`src/rtl/mc_pkg.sv`:
```
package mc_pkg;

    localparam int MC_NPT   = 5;
    localparam int MC_IW    = 3;
    localparam int MC_NGCLK = 3;

    typedef enum logic [1:0] {XS_ZERO = 2'd0, XS_ONE = 2'd1, XS_PT = 2'd2} mc_xsel_e;
    typedef enum logic [1:0] {D_XOR = 2'd0, D_PT = 2'd1, D_PIN = 2'd2} mc_dsrc_e;
    typedef enum logic [2:0] {M_D = 3'd0, M_T = 3'd1, M_JK = 3'd2, M_SR = 3'd3, M_LATCH = 3'd4} mc_mode_e;
    typedef enum logic [1:0] {CK_G0 = 2'd0, CK_G1 = 2'd1, CK_G2 = 2'd2, CK_PT = 2'd3} mc_ck_e;
    typedef enum logic [1:0] {AR_OFF = 2'd0, AR_GCLR = 2'd1, AR_PT = 2'd2, AR_BOTH = 2'd3} mc_ar_e;
    typedef enum logic {ST_CLR = 1'b0, ST_SET = 1'b1} mc_st_e;

    typedef struct packed {
        logic [MC_NPT-1:0] or_mask;
        mc_xsel_e          xsel;
        logic [MC_IW-1:0]  xor_idx;
        mc_dsrc_e          dsrc;
        logic [MC_IW-1:0]  d_idx;
        mc_mode_e          mode;
        mc_ck_e            ck;
        logic [MC_IW-1:0]  ck_idx;
        logic              ce_on;
        logic [MC_IW-1:0]  ce_idx;
        mc_ar_e            ar;
        logic [MC_IW-1:0]  ar_idx;
        logic              ap_on;
        logic [MC_IW-1:0]  ap_idx;
        logic [MC_IW-1:0]  k_idx;
        logic              out_reg;
        logic              fb_reg;
        logic [MC_IW-1:0]  fold_idx;
    } mc_cfg_t;

    localparam int MC_CFG_W = $bits(mc_cfg_t);

    function automatic logic mc_pick(input logic [MC_NPT-1:0] v, input logic [MC_IW-1:0] idx);
        logic r;
        r = 1'b0;
        for (int k = 0; k < MC_NPT; k++) begin
            if (idx == MC_IW'(k)) r = v[k];
        end
        return r;
    endfunction

endpackage

```
`src/rtl/mc_sum_xor.sv`:
```
module mc_sum_xor
    import mc_pkg::*;
(
    input  logic [MC_NPT-1:0] pt_i,
    input  logic              casc_i,
    input  logic [MC_NPT-1:0] or_mask_i,
    input  mc_xsel_e          xsel_i,
    input  logic [MC_IW-1:0]  xor_idx_i,
    input  logic [MC_IW-1:0]  fold_idx_i,
    output logic              sum_o,
    output logic              xor_o,
    output logic              fold_n_o
);
    logic [MC_NPT-1:0] gated;
    logic              operand;

    for (genvar g = 0; g < MC_NPT; g++) begin : g_gate
        assign gated[g] = pt_i[g] & or_mask_i[g];
    end

    assign sum_o = (|gated) | casc_i;

    always_comb begin
        unique case (xsel_i)
            XS_ZERO: operand = 1'b0;
            XS_ONE:  operand = 1'b1;
            XS_PT:   operand = mc_pick(pt_i, xor_idx_i);
            default: operand = 1'b0;
        endcase
    end

    assign xor_o    = sum_o ^ operand;
    assign fold_n_o = ~mc_pick(pt_i, fold_idx_i);

    always_comb begin
        if (or_mask_i == '0) assert_mask_off_R2: assert (sum_o == casc_i);
    end
endmodule

```
`src/rtl/mc_ctrl_sel.sv`:
```
module mc_ctrl_sel
    import mc_pkg::*;
(
    input  logic                clk,
    input  logic                rst_n,
    input  logic [MC_NGCLK-1:0] gclk_i,
    input  logic [MC_NPT-1:0]   pt_i,
    input  logic                gclr_i,
    input  mc_ck_e              ck_i,
    input  logic [MC_IW-1:0]    ck_idx_i,
    input  logic                ce_on_i,
    input  logic [MC_IW-1:0]    ce_idx_i,
    input  mc_ar_e              ar_i,
    input  logic [MC_IW-1:0]    ar_idx_i,
    input  logic                ap_on_i,
    input  logic [MC_IW-1:0]    ap_idx_i,
    output logic                edge_o,
    output logic                level_o,
    output logic                ar_act_o,
    output logic                ap_act_o
);
    logic [MC_NGCLK-1:0] hit;
    logic [1:0]          ck_code;
    logic                sel_lvl;
    logic                prev_q;
    logic                ce_ok;
    logic                ar_pt;

    assign ck_code = ck_i;

    for (genvar g = 0; g < MC_NGCLK; g++) begin : g_gclk
        assign hit[g] = gclk_i[g] & (ck_code == 2'(g));
    end

    assign sel_lvl = (ck_i == CK_PT) ? mc_pick(pt_i, ck_idx_i) : (|hit);
    assign ce_ok   = (ce_on_i && ck_i != CK_PT) ? mc_pick(pt_i, ce_idx_i) : 1'b1;

    always_ff @(posedge clk or negedge rst_n) begin
        if (!rst_n) prev_q <= 1'b0;
        else        prev_q <= sel_lvl;
    end

    assign edge_o  = sel_lvl & ~prev_q & ce_ok;
    assign level_o = sel_lvl & ce_ok;

    assign ar_pt = mc_pick(pt_i, ar_idx_i);
    always_comb begin
        unique case (ar_i)
            AR_OFF:  ar_act_o = 1'b0;
            AR_GCLR: ar_act_o = gclr_i;
            AR_PT:   ar_act_o = ar_pt;
            AR_BOTH: ar_act_o = gclr_i | ar_pt;
            default: ar_act_o = 1'b0;
        endcase
    end
    assign ap_act_o = ap_on_i & mc_pick(pt_i, ap_idx_i);

    assert_ce_blocks_R10: assert property (@(posedge clk) disable iff (!rst_n)
        (ce_on_i && ck_i != CK_PT && !mc_pick(pt_i, ce_idx_i)) |-> !edge_o);
    assert_edge_needs_high_R9: assert property (@(posedge clk) disable iff (!rst_n)
        edge_o |=> prev_q);
endmodule

```
`src/rtl/mc_store.sv`:
```
module mc_store
    import mc_pkg::*;
(
    input  logic     clk,
    input  logic     rst_n,
    input  mc_mode_e mode_i,
    input  logic     d_i,
    input  logic     k_i,
    input  logic     edge_i,
    input  logic     level_i,
    input  logic     ar_i,
    input  logic     ap_i,
    output logic     q_o
);
    mc_st_e st_q, st_nx;

    function automatic mc_st_e to_st(input logic b);
        return b ? ST_SET : ST_CLR;
    endfunction

    always_comb begin
        st_nx = st_q;
        if (ar_i) begin
            st_nx = ST_CLR;
        end else if (ap_i) begin
            st_nx = ST_SET;
        end else if (mode_i == M_LATCH) begin
            if (level_i) st_nx = to_st(d_i);
        end else if (edge_i) begin
            unique case (mode_i)
                M_D:  st_nx = to_st(d_i);
                M_T:  if (d_i) st_nx = (st_q == ST_SET) ? ST_CLR : ST_SET;
                M_JK: begin
                    if (d_i && k_i)  st_nx = (st_q == ST_SET) ? ST_CLR : ST_SET;
                    else if (d_i)    st_nx = ST_SET;
                    else if (k_i)    st_nx = ST_CLR;
                end
                M_SR: begin
                    if (d_i && !k_i)      st_nx = ST_SET;
                    else if (k_i && !d_i) st_nx = ST_CLR;
                end
                default: st_nx = st_q;
            endcase
        end
    end

    always_ff @(posedge clk or negedge rst_n) begin
        if (!rst_n) st_q <= ST_CLR;
        else        st_q <= st_nx;
    end

    always_comb begin
        q_o = (st_q == ST_SET);
    end

    assert_reset_wins_R11: assert property (@(posedge clk) disable iff (!rst_n)
        ar_i |=> !q_o);
    assert_preset_sets_R11: assert property (@(posedge clk) disable iff (!rst_n)
        (ap_i && !ar_i) |=> q_o);
    assert_hold_no_edge_R5: assert property (@(posedge clk) disable iff (!rst_n)
        (!ar_i && !ap_i && mode_i != M_LATCH && !edge_i) |=> $stable(q_o));
    assert_sr_both_hold_R7: assert property (@(posedge clk) disable iff (!rst_n)
        (mode_i == M_SR && edge_i && d_i && k_i && !ar_i && !ap_i) |=> $stable(q_o));
    assert_jk_toggle_R6: assert property (@(posedge clk) disable iff (!rst_n)
        (mode_i == M_JK && edge_i && d_i && k_i && !ar_i && !ap_i) |=> (q_o != $past(q_o)));
    assert_latch_closed_R8: assert property (@(posedge clk) disable iff (!rst_n)
        (mode_i == M_LATCH && !level_i && !ar_i && !ap_i) |=> $stable(q_o));
endmodule

```
`src/rtl/plc_macrocell.sv`:
```
module plc_macrocell
    import mc_pkg::*;
(
    input  logic                clk,
    input  logic                rst_n,
    input  logic                cfg_load,
    input  logic [MC_CFG_W-1:0] cfg_in,
    input  logic [MC_NPT-1:0]   pt,
    input  logic                casc_in,
    input  logic                pin_in,
    input  logic [MC_NGCLK-1:0] gclk,
    input  logic                gclr,
    output logic                out_o,
    output logic                fb_o,
    output logic                casc_out,
    output logic                fold_n
);
    mc_cfg_t cfg_q;
    logic    sum, xr, data, kterm, q;
    logic    cell_edge, cell_level, ar_act, ap_act;

    always_ff @(posedge clk or negedge rst_n) begin
        if (!rst_n)        cfg_q <= '0;
        else if (cfg_load) cfg_q <= mc_cfg_t'(cfg_in);
    end

    mc_sum_xor u_sum (
        .pt_i       (pt),
        .casc_i     (casc_in),
        .or_mask_i  (cfg_q.or_mask),
        .xsel_i     (cfg_q.xsel),
        .xor_idx_i  (cfg_q.xor_idx),
        .fold_idx_i (cfg_q.fold_idx),
        .sum_o      (sum),
        .xor_o      (xr),
        .fold_n_o   (fold_n)
    );

    mc_ctrl_sel u_ctrl (
        .clk      (clk),
        .rst_n    (rst_n),
        .gclk_i   (gclk),
        .pt_i     (pt),
        .gclr_i   (gclr),
        .ck_i     (cfg_q.ck),
        .ck_idx_i (cfg_q.ck_idx),
        .ce_on_i  (cfg_q.ce_on),
        .ce_idx_i (cfg_q.ce_idx),
        .ar_i     (cfg_q.ar),
        .ar_idx_i (cfg_q.ar_idx),
        .ap_on_i  (cfg_q.ap_on),
        .ap_idx_i (cfg_q.ap_idx),
        .edge_o   (cell_edge),
        .level_o  (cell_level),
        .ar_act_o (ar_act),
        .ap_act_o (ap_act)
    );

    always_comb begin
        unique case (cfg_q.dsrc)
            D_XOR:   data = xr;
            D_PT:    data = mc_pick(pt, cfg_q.d_idx);
            D_PIN:   data = pin_in;
            default: data = 1'b0;
        endcase
    end

    assign kterm = mc_pick(pt, cfg_q.k_idx);

    mc_store u_store (
        .clk     (clk),
        .rst_n   (rst_n),
        .mode_i  (cfg_q.mode),
        .d_i     (data),
        .k_i     (kterm),
        .edge_i  (cell_edge),
        .level_i (cell_level),
        .ar_i    (ar_act),
        .ap_i    (ap_act),
        .q_o     (q)
    );

    assign casc_out = sum;
    assign out_o    = cfg_q.out_reg ? q : xr;
    assign fb_o     = cfg_q.fb_reg  ? q : xr;

    assert_cfg_hold_R14: assert property (@(posedge clk) disable iff (!rst_n)
        !cfg_load |=> $stable(cfg_q));
    assert_cfg_take_R14: assert property (@(posedge clk) disable iff (!rst_n)
        cfg_load |=> (cfg_q == mc_cfg_t'($past(cfg_in))));
endmodule

```
`config.mk`:
```
export PLATFORM = sky130hd
export DESIGN_NAME = plc_macrocell
export DESIGN_NICKNAME = d
export VERILOG_FILES = /design/src/rtl/mc_pkg.sv /design/src/rtl/mc_sum_xor.sv /design/src/rtl/mc_ctrl_sel.sv /design/src/rtl/mc_store.sv /design/src/rtl/plc_macrocell.sv
export SDC_FILE = /design/constraint.sdc
export NUM_CORES = 1
export LEC_CHECK = 0
export BUFFER_PORTS_ARGS = -buffer_cell sky130_fd_sc_hd__buf_2
export CAP_MARGIN = 20
export CORE_MARGIN = 5
export CORE_UTILIZATION = 41
export CTS_BUF_LIST = sky130_fd_sc_hd__clkbuf_8
export CTS_CLUSTER_DIAMETER = 150
export DETAILED_ROUTE_END_ITERATION = 6
export GPL_TIMING_DRIVEN = 0
export PLACE_DENSITY = 0.79
export SLEW_MARGIN = 20
export SYNTH_ARGS = -nofsm -noshare
export SYNTH_HDL_FRONTEND = slang
export SYNTH_HIERARCHICAL = 1
export SYNTH_SLANG_ARGS = --single-unit
export TNS_END_PERCENT = 5
```
`constraint.sdc`:
```
create_clock -name clk -period 2.5 [get_ports clk]
set_input_delay 0.375 -clock clk [delete_from_list [all_inputs] [get_ports clk]]
set_output_delay 0.375 -clock clk [all_outputs]
set_load 0.02 [all_outputs]
```
==> results.py, run 1 <==
metrics = {
    "power": {
        "ir_drop_v": 0.000434,
        "p_per_area_nw_per_um2": 605,
        "power_mw": 1.77,
        "p_leak_nw": 1.32,
    },
    "final_layout": {
        "diodes": 0,
        "drive_above_1_share_pct": 55.9,
        "utilization_pct": 52.9,
        "seqCellArea_sq_um": 1150,
        "fill_cells": 525,
        "multi_input_area_sq_um": 1170,
        "final_nets": 315,
        "finalInstanceArea_sq_um": 2930,
        "synthToLayoutAreaGrowth_pct": 24.2,
    },
    "clock_network": {
        "clk_latency_ns": 0.29,
        "ctsHtreeMaxLevel": 2,
        "cts_hold_buf": 0,
        "clkSinkCount": 46,
        "cts_tree": "done",
        "cts-root-buf": "clkbuf_8",
        "clk_path_buf_depth": 2,
        "clk_pin_slew_ns": 0.08,
        "cts_buffers": 5,
    },
    "global_route": {
        "grt_max_degree": 47,
        "grt_pass1_wl_um": 8890,
        "globalRouteOverflowTotal": 0,
        "grtUsageTotal_pct": 15.4,
        "grt_pass1_vias": 1834,
        "antenna_found_initial": 0,
    },
    "placement": {
        "dpl.hpwl_um": 3820,
        "gp_congestion": 0.778,
        "place_ws_ns": -0.442,
        "numPortBuffers": 60,
        "placed_cell_area_sq_um": 2760,
    },
    "die": {
        "row_count": 27,
        "die_y_um": 85.9,
        "die-area_sq_um": 7380,
        "core_sq_um": 5540,
        "dieWidth_um": 85.9,
        "io_pins": 62,
        "start_util_pct": 42.6,
    },
    "logic_synthesis": {
        "synth_edf_count": 0,
        "yosys-top-cells-count": "48 x mux2_2, 46 x dfrtp_1, 10 x nor2_1, 8 x inv_1",
        "ys_types": 37,
        "yosysMostFrequentCell": "mux2_2",
        "synth.area.top_cells": "dfrtp_1 49%, mux2_2 23%, mux4_2 3.8%",
        "synth-main-ff-cell": "dfrtp_1",
        "ys_ff_latch": 46,
        "syn_avg_cell_area_sq_um": 12.9,
        "async_reset_ff_share_pct": 100,
        "synth_top_area_share_pct": 48.7,
        "synth_nets": 243,
        "syn-instance-count": 183,
        "yosys_warnings": 6,
        "syn_area_sq_um": 2360,
        "ys_seq_area_share_pct": 48.7,
        "yosysTopAreaCell": "dfrtp_1",
    },
    "critical_path": {
        "rrSetupSlack_ns": -0.09,
        "critPathArrivalTime_ns": 2.77,
        "cp_cell_sequence": "inv_1 -> ha_1 -> nor2_1 -> a211oi_2 -> xor2_2 -> mux2i_1 -> o22ai_2 -> and3_1 -> o21ai_1 -> a2111oi_2 -> mux2_2",
        "r2r-start": "cfg_q[38]$_DFFE_PN0P_",
        "crit_type": "register to register",
        "cp-end-kind": "register",
        "worstReg2RegEnd": "u_store/q_o$_DFFE_PN0P_",
        "critPathBufInv": 1,
        "slowest_delay_ns": 0.41,
        "cp_slowest_cell": "dfrtp_1",
        "crit_fanout": 3,
        "start_kind": "register",
        "ff2ff_path_depth": 11,
        "cp.required_ns": 2.68,
        "cp_top_family": "compound AO/OA/AOI/OAI gates",
        "worstSetupPathDepth": 11,
    },
    "sta": {
        "finClkSkew_ns": 0.00339,
        "layout_setup_ws_ns": -0.0914,
        "slew_viol_final": 0,
        "finalSetupTns_ns": -0.114,
        "period_share_pct": 104,
        "grt_setup_unrepaired": "true",
        "hold_violations": 0,
        "max_freq_ghz": 0.386,
        "final-setup-viol-count": 2,
        "period_minus_slack_ns": 2.59,
        "max-slew-margin-rel_pct": 44.3,
        "worstMarginPinSlew_ns": 0.825,
    },
    "detailed_routing": {
        "wl_per_cell_um": 16.4,
        "vias": 1709,
        "first_pass_iters": 4,
        "ant_nets": 0,
        "routed_wl_um": 5350,
        "post_drt_via_cell_ratio": 5.24,
        "drc": 0,
        "drtIter0Drc": 67,
    },
    "run_status": {
        "status": "finished with violations",
        "violations": "setup timing",
    },
    "worst_hold_path": {
        "holdCritPathClass": "input pin to asynchronous set/reset pin",
    },
    "run": {
        "drv_cap": 0,
    },
}
## area by class of cell
class,instances,area share [%]
buffer,5,1.71
clock buffer,6,2.82
inverter,8,1.02
multi-input combinational,124,40.1
sequential,46,39.2
tap,72,3.07
timing repair buffer,65,12.1
## logic make-up after synthesis
family | share of synthesized area, %
compound gates | 8.05
xor+xnor | 0.371
fa+ha+maj | 1.06
buf+inv | 3.39
flops | 48.7
mux | 29.9
simple gates | 8.53
## metrics by stage
stage / hold slack (ns) / cells
2_1_floorplan: 0.0794 / 183
3_3_place_gp: 0.486 / 315
3_5_place_dp: 0.495 / 315
4_1_cts: 0.287 / 325
5_1_grt: 0.133 / 326
6_report: 0.0784 / 326
## power breakdown
part / switching [mW] / total (mW) / internal [mW]
clock network: 0.228 / 0.441 / 0.213
logic: 0.187 / 0.433 / 0.246
registers: 0.0745 / 0.900 / 0.826
## repair_timing
action,4_1_cts,5_1_grt
setup endpoints to repair,1,3
gates cloned,0,0
resized for setup,6,6
buffers inserted,4,1
pin swaps,5,2
## cells in the final DEF, fill, tap and decap left out, types with 2 or more instances in the layout
master / Yosys / layout
mux2i_1: 6 / 6
ha_1: 2 / 2
nor3_1: 3 / 3
buf_6: 4 / 7
a21oi_2: 0 / 2
nand3_1: 3 / 3
o21ai_0: 2 / 2
buf_4: 0 / 4
o21ai_1: 3 / 3
mux2_2: 48 / 46
nand2_1: 6 / 6
a22oi_1: 2 / 2
buf_2: 1 / 59
inv_1: 8 / 7
nand3b_1: 2 / 2
nor2b_1: 3 / 3
a21oi_1: 6 / 4
o311ai_0: 2 / 2
nand2b_1: 3 / 3
clkbuf_8: 0 / 6
mux4_2: 4 / 4
dfrtp_1: 46 / 46
nor2_1: 10 / 10
mux2_4: 1 / 3
a211oi_1: 2 / 2
## routing by layer
layer,share of wire [%],GRT usage [%],vias to the layer above
met1,44,20.9,843
met5,0,0,-
met2,49,24.8,49
met4,0.90,3.02,0
met3,5.8,4.23,6
li1,-,-,811
## flip-flops by register name (all words and copies together) (netlist names)
name,flops
cfg_q,44
u_ctrl/prev_q,1
u_store/q_o,1
## how the worst max path moves through the flow
stage | from | end | slack, ns
final | cfg_q[38]$_DFFE_PN0P_ | u_store/q_o$_DFFE_PN0P_ | -0.09
after global routing | cfg_q[36]$_DFFE_PN0P_ | u_store/q_o$_DFFE_PN0P_ | -0.25
after CTS | cfg_q[34]$_DFFE_PN0P_ | u_store/q_o$_DFFE_PN0P_ | -0.05
after detailed placement | pt[1] | u_store/q_o$_DFFE_PN0P_ | -0.44
after global placement | pt[1] | u_store/q_o$_DFFE_PN0P_ | -0.36
after floorplan | cfg_q[36]$_DFFE_PN0P_ | u_store/q_o$_DFFE_PN0P_ | 0.01
No activity file was read; power rests on OpenSTA's default activity.
==> run 2, diff against run 1 <==
- RECOVER_POWER: unset -> 50
==> results.py, run 2 (synthesis gave the netlist of run 1 again) <==
metrics = {
    "run_status": {
        "status": "finished with violations",
        "violations": "setup timing",
    },
    "power": {
        "seq_power_share_pct": 50.7,
        "p_int_mw": 1.28,
        "p_leak_nw": 1.32,
        "sw_frac_of_total_pct": 27.6,
        "power_mw": 1.77,
        "p_comb_share_pct": 24.4,
        "p_per_area_nw_per_um2": 605,
        "ir_drop_v": 0.000434,
        "power_switching_mw": 0.489,
        "p_clk_share_pct": 24.9,
    },
    "final_layout": {
        "utilization_pct": 52.9,
        "drive_above_1_share_pct": 55.9,
        "regMostFlops": "cfg_q",
        "mostFrequentLayoutCell": "buf_2",
        "fill_cells": 524,
        "final_nets": 315,
        "finalInstanceArea_sq_um": 2930,
        "synthToLayoutAreaGrowth_pct": 24.0,
        "largest_reg_flops": 44,
        "diodes": 0,
        "mostFrequentLayoutCells": "59 x buf_2, 46 x mux2_2, 46 x dfrtp_1",
    },
    "placement": {
        "numPortBuffers": 60,
        "gp_congestion": 0.778,
        "placed_cell_area_sq_um": 2760,
        "dpl.hpwl_um": 3820,
    },
    "critical_path": {
        "start_kind": "register",
        "cp-end-kind": "register",
        "critPathArrivalTime_ns": 2.77,
        "critPathBufInv": 1,
        "crit_fanout": 3,
        "crit_type": "register to register",
        "slowest_delay_ns": 0.41,
        "cp.required_ns": 2.68,
        "cp_cell_sequence": "inv_1 -> ha_1 -> nor2_1 -> a211oi_2 -> xor2_2 -> mux2i_1 -> o22ai_2 -> and3_1 -> o21ai_1 -> a2111oi_2 -> mux2_2",
        "cp_top_family": "compound AO/OA/AOI/OAI gates",
        "cp_slowest_cell": "dfrtp_1",
        "worstSetupPathDepth": 11,
        "ff2ff_path_depth": 11,
    },
    "detailed_routing": {
        "routed_wl_um": 5350,
        "vias": 1703,
        "drtIter0Drc": 62,
        "wl_per_cell_um": 16.4,
        "first_pass_iters": 4,
        "ant_nets": 0,
        "post_drt_via_cell_ratio": 5.22,
        "drc": 0,
    },
    "worst_hold_path": {
        "hold_depth": 3,
        "holdCritPathClass": "input pin to register",
    },
    "sta": {
        "max_freq_ghz": 0.386,
        "period_minus_slack_ns": 2.59,
        "slew_viol_final": 0,
        "period_share_pct": 104,
        "worstMarginPinSlew_ns": 1.16,
        "finClkSkew_ns": 0.00339,
        "grt_setup_unrepaired": "true",
        "hold_violations": 0,
        "final-setup-viol-count": 2,
        "max-slew-margin-rel_pct": 22.5,
        "layout_setup_ws_ns": -0.0919,
    },
    "global_route": {
        "grt_max_degree": 47,
        "grt_pass1_vias": 1834,
        "antenna_found_initial": 0,
        "grt_pass1_wl_um": 8890,
        "globalRouteOverflowTotal": 0,
        "grtUsageTotal_pct": 15.4,
    },
    "die": {
        "row_count": 27,
        "die-area_sq_um": 7380,
        "io_pins": 62,
        "dieWidth_um": 85.9,
        "die_y_um": 85.9,
        "start_util_pct": 42.6,
        "core_sq_um": 5540,
    },
    "clock_network": {
        "clk_pin_slew_ns": 0.08,
        "clk_path_buf_depth": 2,
        "cts_tree": "done",
        "ctsHtreeMaxLevel": 2,
        "cts_buffers": 5,
        "cts_hold_buf": 0,
        "clk_latency_ns": 0.29,
        "cts-root-buf": "clkbuf_8",
        "clkSinkCount": 46,
    },
    "run": {
        "drv_cap": 0,
    },
}
run 2: cell count changes in the layout (fill, tap and decap cells not counted), sizes merged:
cell and change:
buf -1, clkbuf +1
run 2: final timing paths:
path	start	slack, ns	to
min in group asynchronous	rst_n	0.31	cfg_q[14]$_DFFE_PN0P_
setup reg to reg	cfg_q[38]$_DFFE_PN0P_	-0.09	u_store/q_o$_DFFE_PN0P_
hold / removal	cfg_in[33]	0.29	cfg_q[33]$_DFFE_PN0P_
hold reg to reg	cfg_q[11]$_DFFE_PN0P_	0.51	cfg_q[11]$_DFFE_PN0P_
setup / recovery	cfg_q[38]$_DFFE_PN0P_	-0.09	u_store/q_o$_DFFE_PN0P_
max in group asynchronous	rst_n	1.49	cfg_q[31]$_DFFE_PN0P_
run 2: layer usage:
| metal | part of all wire, % | global-route usage (%) | wire length, um | up-vias |
|---|---|---|---|---|
| met2 | 49 | 24.8 | 2610 | 49 |
| met3 | 5.8 | 4.23 | 311 | 6 |
| met1 | 44 | 20.9 | 2380 | 837 |
| li1 | - | - | - | 811 |
| met4 | 0.90 | 3.02 | 48 | 0 |
| met5 | 0 | 0 | 0 | - |
run 2: final cells by class:
cell class	count	area (sq um)	share of cell area, %
inverters	8	30.0	1.02
plain buffers	5	50.0	1.71
repair buffers	65	352	12.0
clock buffers	6	82.6	2.82
well taps	72	90.1	3.07
multi-input cells	124	1170	40.1
flip-flops and latches	46	1150	39.3
run 2: worst reg2reg max path: cells and delay by family, from the launching register on:
kind	cells	cell delay, ns
AO/OA/AOI/OAI	4	0.82
XOR/XNOR	1	0.22
adder cells (fa/ha/maj)	1	0.23
buffers and inverters	1	0.06
flip-flops	1	0.41
multiplexers	2	0.48
AND/OR/NAND/NOR	2	0.26
run 2: repair_timing:
action,CTS,global route
setup buffers,4,1
resized for setup,6,6
hold endpoints to repair,0,0
endpoints found under the setup margin,1,3
pin swaps,5,2
run 2: power by group through the flow:
stage	sequential (mW)	clock (mW)	combinational (mW)
after floorplan	0.894	0	0.264
after global placement	0.909	0	0.374
after detailed placement	0.914	0	0.385
after CTS	0.899	0.459	0.413
after global routing	0.913	0.495	0.476
final	0.900	0.442	0.432
run 2: metrics by stage:
stage               setup WS [ns]  TNS [ns]  hold slack, ns  instances
global route               -0.245    -0.438           0.292        326
detailed placement         -0.442    -0.442           0.495        315
global placement           -0.359    -0.359           0.486        315
finish                    -0.0919    -0.115           0.292        326
floorplan                  0.0137         0          0.0794        183
CTS                       -0.0465   -0.0465           0.287        325
